## config.mk

```make
export PLATFORM = sky130hd
export DESIGN_NAME = sat_simd_alu
export DESIGN_NICKNAME = d
export VERILOG_FILES = /design/src/rtl/sat_simd_pkg.sv /design/src/rtl/sat_lane.sv /design/src/rtl/sat_packed.sv /design/src/rtl/sat_word_path.sv /design/src/rtl/sat_simd_alu.sv
export SDC_FILE = /design/constraint.sdc
export NUM_CORES = 1
export LEC_CHECK = 0
export ABC_AREA = 1
export CAP_MARGIN = 40
export CORE_MARGIN = 5
export CORE_UTILIZATION = 45
export DETAILED_ROUTE_END_ITERATION = 10
export HOLD_SLACK_MARGIN = 0.06
export PLACE_DENSITY = 0.64
export SYNTH_ARGS = -nofsm -noshare
export SYNTH_HDL_FRONTEND = slang
export SYNTH_SLANG_ARGS = --single-unit
```

## constraint.sdc

```tcl
create_clock -name clk -period 11.4 [get_ports clk]
set_input_delay 1.14 -clock clk [delete_from_list [all_inputs] [get_ports clk]]
set_output_delay 1.14 -clock clk [all_outputs]
set_load 0.005 [all_outputs]
```

## src/rtl/sat_simd_pkg.sv

```systemverilog
// Package: operation codes and width constants shared by the saturating unit.
package sat_simd_pkg;
    localparam int DATA_W = 32;

    typedef enum logic [3:0] {
        OP_ADD32  = 4'd0,
        OP_SUB32  = 4'd1,
        OP_DADD32 = 4'd2,
        OP_DSUB32 = 4'd3,
        OP_ADD16  = 4'd4,
        OP_SUB16  = 4'd5,
        OP_ADD8   = 4'd6,
        OP_SUB8   = 4'd7,
        OP_XAS16  = 4'd8,
        OP_XSA16  = 4'd9
    } sat_op_e;

    localparam logic [3:0] OP_LAST = 4'd9;
endpackage

```

## src/rtl/sat_lane.sv

```systemverilog
// Module: sat_lane
// One signed lane of width W. Both fields are sign-extended by one bit and
// added or subtracted. The lane reports whether the exact result fell outside
// the W-bit signed range, and if so returns the nearest representable limit.
// Assumes two's complement operands. Purely combinational.
module sat_lane #(
    parameter int W = 8
) (
    input  logic [W-1:0] a_i,
    input  logic [W-1:0] b_i,
    input  logic         sub_i,
    output logic [W-1:0] res_o,
    output logic         sat_o
);
    localparam logic [W-1:0] POS_LIM = {1'b0, {(W-1){1'b1}}};
    localparam logic [W-1:0] NEG_LIM = {1'b1, {(W-1){1'b0}}};

    logic [W:0] ax, bx, full;

    // Purpose: widen, combine at W+1 bits, detect overflow, clamp.
    always_comb begin
        ax    = {a_i[W-1], a_i};
        bx    = {b_i[W-1], b_i};
        full  = sub_i ? (ax - bx) : (ax + bx);
        sat_o = full[W] ^ full[W-1];
        if (!sat_o)
            res_o = full[W-1:0];
        else if (full[W])
            res_o = NEG_LIM;
        else
            res_o = POS_LIM;
    end
endmodule

```

## src/rtl/sat_packed.sv

```systemverilog
// Module: sat_packed
// N independent saturating lanes tiled across a DW-bit word. Lane i occupies
// bits i*LW+LW-1 .. i*LW. Each lane has its own add/subtract select.
// Any exchange of halves is done by the caller before the operands arrive.
module sat_packed #(
    parameter int DW = 32,
    parameter int N  = 4
) (
    input  logic [DW-1:0] a_i,
    input  logic [DW-1:0] b_i,
    input  logic [N-1:0]  sub_i,
    output logic [DW-1:0] res_o,
    output logic [N-1:0]  sat_o
);
    localparam int LW = DW / N;

    // Purpose: instantiate one clamping lane per field.
    for (genvar i = 0; i < N; i++) begin : g_lane
        sat_lane #(.W(LW)) u_lane (
            .a_i  (a_i[i*LW +: LW]),
            .b_i  (b_i[i*LW +: LW]),
            .sub_i(sub_i[i]),
            .res_o(res_o[i*LW +: LW]),
            .sat_o(sat_o[i])
        );
    end
endmodule

```

## src/rtl/sat_word_path.sv

```systemverilog
// Module: sat_word_path
// Full-width saturating path. Optionally doubles b with saturation first, then
// adds the (possibly doubled) value to a or subtracts it from a, with
// saturation. sat_o is the OR of both steps' overflow. When doubling is off,
// the first step's overflow is ignored.
module sat_word_path #(
    parameter int DW = 32
) (
    input  logic [DW-1:0] a_i,
    input  logic [DW-1:0] b_i,
    input  logic          dbl_i,
    input  logic          sub_i,
    output logic [DW-1:0] res_o,
    output logic          sat_o
);
    logic [DW-1:0] dbl_res, second;
    logic          dbl_sat, main_sat;

    sat_lane #(.W(DW)) u_double (
        .a_i(b_i), .b_i(b_i), .sub_i(1'b0),
        .res_o(dbl_res), .sat_o(dbl_sat)
    );

    // Purpose: select the raw or doubled second operand.
    always_comb second = dbl_i ? dbl_res : b_i;

    sat_lane #(.W(DW)) u_main (
        .a_i(a_i), .b_i(second), .sub_i(sub_i),
        .res_o(res_o), .sat_o(main_sat)
    );

    // Purpose: merge overflow of the steps that were actually used.
    always_comb sat_o = main_sat | (dbl_i & dbl_sat);
endmodule

```

## src/rtl/sat_simd_alu.sv

```systemverilog
// Module: sat_simd_alu (top)
// Decodes the operation code, steers the operands into the word path, the
// halfword lanes (exchanging b's halves for the cross forms) and the byte
// lanes, and selects the result. Only the word forms may raise the sticky
// flag. Result and flag are registered once, with a synchronous active-low
// reset. Assumes op_i is stable around the rising edge.
module sat_simd_alu
    import sat_simd_pkg::*;
#(
    parameter int DW = DATA_W
) (
    input  logic          clk,
    input  logic          rst_n,
    input  logic [3:0]    op_i,
    input  logic [DW-1:0] src_a_i,
    input  logic [DW-1:0] src_b_i,
    input  logic          q_i,
    output logic [DW-1:0] result_o,
    output logic          q_o
);
    localparam int HW = DW / 2;

    logic          is_word, is_half, is_byte, is_xchg, op_valid;
    logic          w_dbl, w_sub;
    logic [1:0]    h_sub;
    logic [3:0]    b_sub;
    logic [DW-1:0] h_b;
    logic [DW-1:0] w_res, h_res, b_res, res_nxt;
    logic          w_sat;
    logic [1:0]    h_sat;
    logic [3:0]    b_sat;
    logic          q_nxt;

    // Purpose: classify the op code and derive per-path controls.
    always_comb begin
        op_valid = (op_i <= OP_LAST);
        is_word  = (op_i == OP_ADD32) || (op_i == OP_SUB32) ||
                   (op_i == OP_DADD32) || (op_i == OP_DSUB32);
        is_xchg  = (op_i == OP_XAS16) || (op_i == OP_XSA16);
        is_half  = (op_i == OP_ADD16) || (op_i == OP_SUB16) || is_xchg;
        is_byte  = (op_i == OP_ADD8) || (op_i == OP_SUB8);
        w_dbl    = (op_i == OP_DADD32) || (op_i == OP_DSUB32);
        w_sub    = (op_i == OP_SUB32) || (op_i == OP_DSUB32);
        case (op_i)
            OP_SUB16: h_sub = 2'b11;
            OP_XAS16: h_sub = 2'b01;
            OP_XSA16: h_sub = 2'b10;
            default:  h_sub = 2'b00;
        endcase
        b_sub = {4{op_i == OP_SUB8}};
    end

    // Purpose: swap b's halves for the cross-halfword forms.
    always_comb h_b = is_xchg ? {src_b_i[HW-1:0], src_b_i[DW-1:HW]} : src_b_i;

    sat_word_path #(.DW(DW)) u_word (
        .a_i(src_a_i), .b_i(src_b_i), .dbl_i(w_dbl), .sub_i(w_sub),
        .res_o(w_res), .sat_o(w_sat)
    );

    sat_packed #(.DW(DW), .N(2)) u_half (
        .a_i(src_a_i), .b_i(h_b), .sub_i(h_sub),
        .res_o(h_res), .sat_o(h_sat)
    );

    sat_packed #(.DW(DW), .N(4)) u_byte (
        .a_i(src_a_i), .b_i(src_b_i), .sub_i(b_sub),
        .res_o(b_res), .sat_o(b_sat)
    );

    // Purpose: pick the path result and form the next sticky flag.
    always_comb begin
        if (is_word)      res_nxt = w_res;
        else if (is_half) res_nxt = h_res;
        else if (is_byte) res_nxt = b_res;
        else              res_nxt = '0;
        q_nxt = q_i | (is_word & w_sat);
    end

    // Purpose: output register stage with synchronous active-low reset.
    always_ff @(posedge clk) begin
        if (!rst_n) begin
            result_o <= '0;
            q_o      <= 1'b0;
        end else begin
            result_o <= res_nxt;
            q_o      <= q_nxt;
        end
    end

    // ---------------- assertions ----------------
    p_q_sticky_r4: assert property (@(posedge clk) disable iff (!rst_n)
        q_i |=> q_o);

    p_word_sat_sets_q_r3: assert property (@(posedge clk) disable iff (!rst_n)
        (is_word && w_sat) |=> q_o);

    p_packed_q_pass_r9: assert property (@(posedge clk) disable iff (!rst_n)
        (is_half || is_byte) |=> (q_o == $past(q_i)));

    p_unused_zero_r10: assert property (@(posedge clk) disable iff (!rst_n)
        (!op_valid) |=> (result_o == '0 && q_o == $past(q_i)));

    p_add_zero_ident_r1: assert property (@(posedge clk) disable iff (!rst_n)
        (op_i == OP_ADD32 && src_a_i == '0) |=> (result_o == $past(src_b_i)));

    p_byte_lanes_indep_r6: assert property (@(posedge clk) disable iff (!rst_n)
        (op_i == OP_ADD8 && src_b_i == '0) |=> (result_o == $past(src_a_i)));
endmodule

```

==> run_results.csv <==
group,metric,value,unit
run_status,status,"finished clean",
sta,finalSetupTns,0,ps
floorplan,initial_core_util,45.75,%
critical_path,cp-end-kind,"flop",
final_layout,insertedDiodeCount,0,
clock_tree,htreeDepth,2,
worst_hold_path,min_from,"q_i",
power,p_leak,5.929,nW
sta,max_freq,0.1360,GHz
floorplan,die_y,158.9,µm
yosys,netlist_instances,1744,
yosys,synth_compound_area_share,19.14,%
power,powerDensity,102.6,mW/mm²
global_routing,antenna_found_initial,0,
critical_path,cpMaxStageDelayCell,"ha_1",
global_routing,overflow,0,
worst_hold_path,hp-class,"input port to flop",
final_layout,area_growth,13.12,%
floorplan,die_area,0.02526,mm²
global_routing,grt_max_degree,64,
sta,worstMarginPinSlew,766.2,ps
route,avgViaCountPerCell,5.480,
route,drc,0,
yosys,ys_seq_area_share,6.617,%
clock_tree,numCtsBuffers,5,
yosys,syn_area_per_cell,5.724,µm²
sta,min_period_over_period,64.50,%
final_layout,fin_nets,2009,
global_routing,grt_usage,27.83,%
yosys,synth_edf_count,0,
clock_tree,path_clk_slew,60,ps
final_layout,multi_input_area,0.008325,mm²
clock_tree,cts_hold_buf,0,
power,p_total,1.158,mW
final_layout,final_cell_mix,"505 x nand2_1, 184 x inv_1, 176 x nor2_1",
critical_path,cpPeakStageDelay,770,ps
power,peakVddDrop,59.00,µV
floorplan,rows,54,
yosys,synth.cell_area,0.009983,mm²
yosys,synth_flop_cell,"dfxtp_1",
sta,post-route-min-period,7354,ps
critical_path,crit_arrival,7520,ps
yosys,syn_nets,1937,
final_layout,drive_gt1_share,3.137,%
critical_path,startpoint,"src_b_i[31]",
clock_tree,clk_path_buf_depth,2,
sta,slew_headroom,48.86,%
yosys,synth_simple_gate_area_share,34.84,%
route,routedWlPerCell,17.62,µm
floorplan,coreArea,0.02182,mm²
clock_tree,cts_root_buf,"clkbuf_16",
critical_path,cp-start-kind,"input port",
floorplan,io_pins,104,
global_routing,grt_pass1_wl,57250,µm
final_layout,stdcell_area,0.01129,mm²
yosys,ys_types,49,
sta,setup_violations,0,
critical_path,crit_required,11570,ps
placement,dp_hpwl,30870,µm
clock_tree,clock-sinks,33,
route,drtIter0Drc,1000,
yosys,synth_xor_area_share,13.60,%
yosys,synth_top_family_by_area,"simple AND/OR/NAND/NOR gates",
route,ant_nets,0,
sta,finalHoldViolCount,0,
route,first_pass_iters,7,
job,maxCapViolations,0,
critical_path,path_max_fanout,32,
global_routing,grt_pass1_vias,10611,
yosys,ys.warnings.count,0,
yosys,ys_async_sr_fraction,0,%
route,wirelength,36950,µm
clock_tree,postCtsSetupRepairBufs,0,
route,vias,11491,
final_layout,layout_commonest_cell,"nand2_1",
critical_path,critPathKind,"input port to flop",
sta,whs,1402,ps
placement,gp_congestion,1.008,
sta,finalMaxSlewViolations,0,
final_layout,fin_util,51.75,%
placement,placed_area,0.01114,mm²
final_layout,fill_cells,2399,
placement,portBuffers,103,
floorplan,die_x,158.9,µm
sta,rsz0062_at_grt,"false",
yosys,ys_ff_latch,33,
yosys,synth_fa_ha_area_share,15.82,%
final_layout,regArea,660.6,µm²
clock_tree,cts_tree,"done",
critical_path,path_common_cell,"nand2_1",
yosys,muxShareOfSynthArea,0,%
clock_tree,post_cts_resize_count,0,
## synthesized netlist by cell type, types with 2 or more instances
master    count  area share (%)
o21bai_1      8            0.60
nand2_1     505              19
a31oi_1       9            0.56
o31ai_1       5            0.38
and2_1        3            0.19
nand3b_1      3            0.23
a21oi_1     161             8.1
o211ai_1      3            0.23
ha_1        115              14
nor2_2        2            0.13
a21boi_0      2            0.15
dfxtp_1      33             6.6
buf_2        12            0.60
a21o_1        8            0.60
o21ai_2       6            0.53
clkbuf_1     17            0.64
xor2_1      112             9.8
nor2_4        2            0.23
nor4_1        7            0.44
buf_6        10             1.1
o21ai_1      16            0.80
buf_4         4            0.30
o21ai_0     131             6.6
nand2_2       8            0.50
a211oi_1      3            0.23
inv_2         7            0.26
nand2_4       2            0.23
nor3_2        2            0.20
inv_1       184             6.9
nand3_2       4            0.40
nor2_1      176             6.6
xnor2_1      43             3.8
nand4_1      10            0.63
nor3_1       13            0.65
fa_1          7             1.4
or2_2         7            0.44
nand3_1      92             4.6
## area by class of cell
type | count | area share, %
clock buffers | 7 | 1.352
multi-input cells | 1474 | 73.72
inverters | 193 | 6.437
clock inverters | 1 | 0.04432
repair buffers | 109 | 9.495
flip-flops and latches | 33 | 5.850
well taps | 280 | 3.102
## path summary, 6_finish.rpt
| path | endpoint | slack (ps) | cells past startpoint |
|---|---|---|---|
| max | result_o[25] | 4050 | 30 |
| min | q_o | 1400 | 3 |
## report_power, final
part	internal (mW)	total (mW)	switching, mW
Sequential	0.133	0.138	0.00511
Combinational	0.316	0.871	0.555
Clock	0.0927	0.149	0.0566
Total	0.542	1.16	0.617
## cells by family (layout without fill, tap and decap cells)
| logic type | Yosys count | count (layout) |
|---|---|---|
| AND/OR/NAND/NOR | 840 | 840 |
| adder cells (fa/ha/maj) | 122 | 122 |
| AO/OA/AOI/OAI | 357 | 357 |
| flip-flops | 33 | 33 |
| buffers and inverters | 237 | 310 |
| XOR/XNOR | 155 | 155 |
## worst max-delay path, delay by kind of cell
kind	cells	cell delay, ps
AOI/OAI and AO/OA	6	1160
xor gates and xnor gates	1	160
adders and majority gates	2	1150
buffers and inverters	5	1330
and+or+nand+nor	16	2550
## through the flow
stage	std cells	setup WS (ps)
final	2097	4046
after global routing	2097	3414
after CTS	2097	4219
after detailed placement	2089	3951
after global placement	2088	3948
after floorplan	1744	5891
## registers in the layout, indices dropped and copies added, names as in the netlist
register / flops
q_o: 1
result_o: 32
## per-layer routing
metal / global-route usage, % / share of wire, % / wire length (µm)
met1: 39.60 / 46 / 16990
met2: 43.42 / 43 / 15720
met3: 5.100 / 8.9 / 3290
met4: 7.057 / 2.6 / 954
met5: 0 / 0 / 0
(Power assumes the default switching activity.)
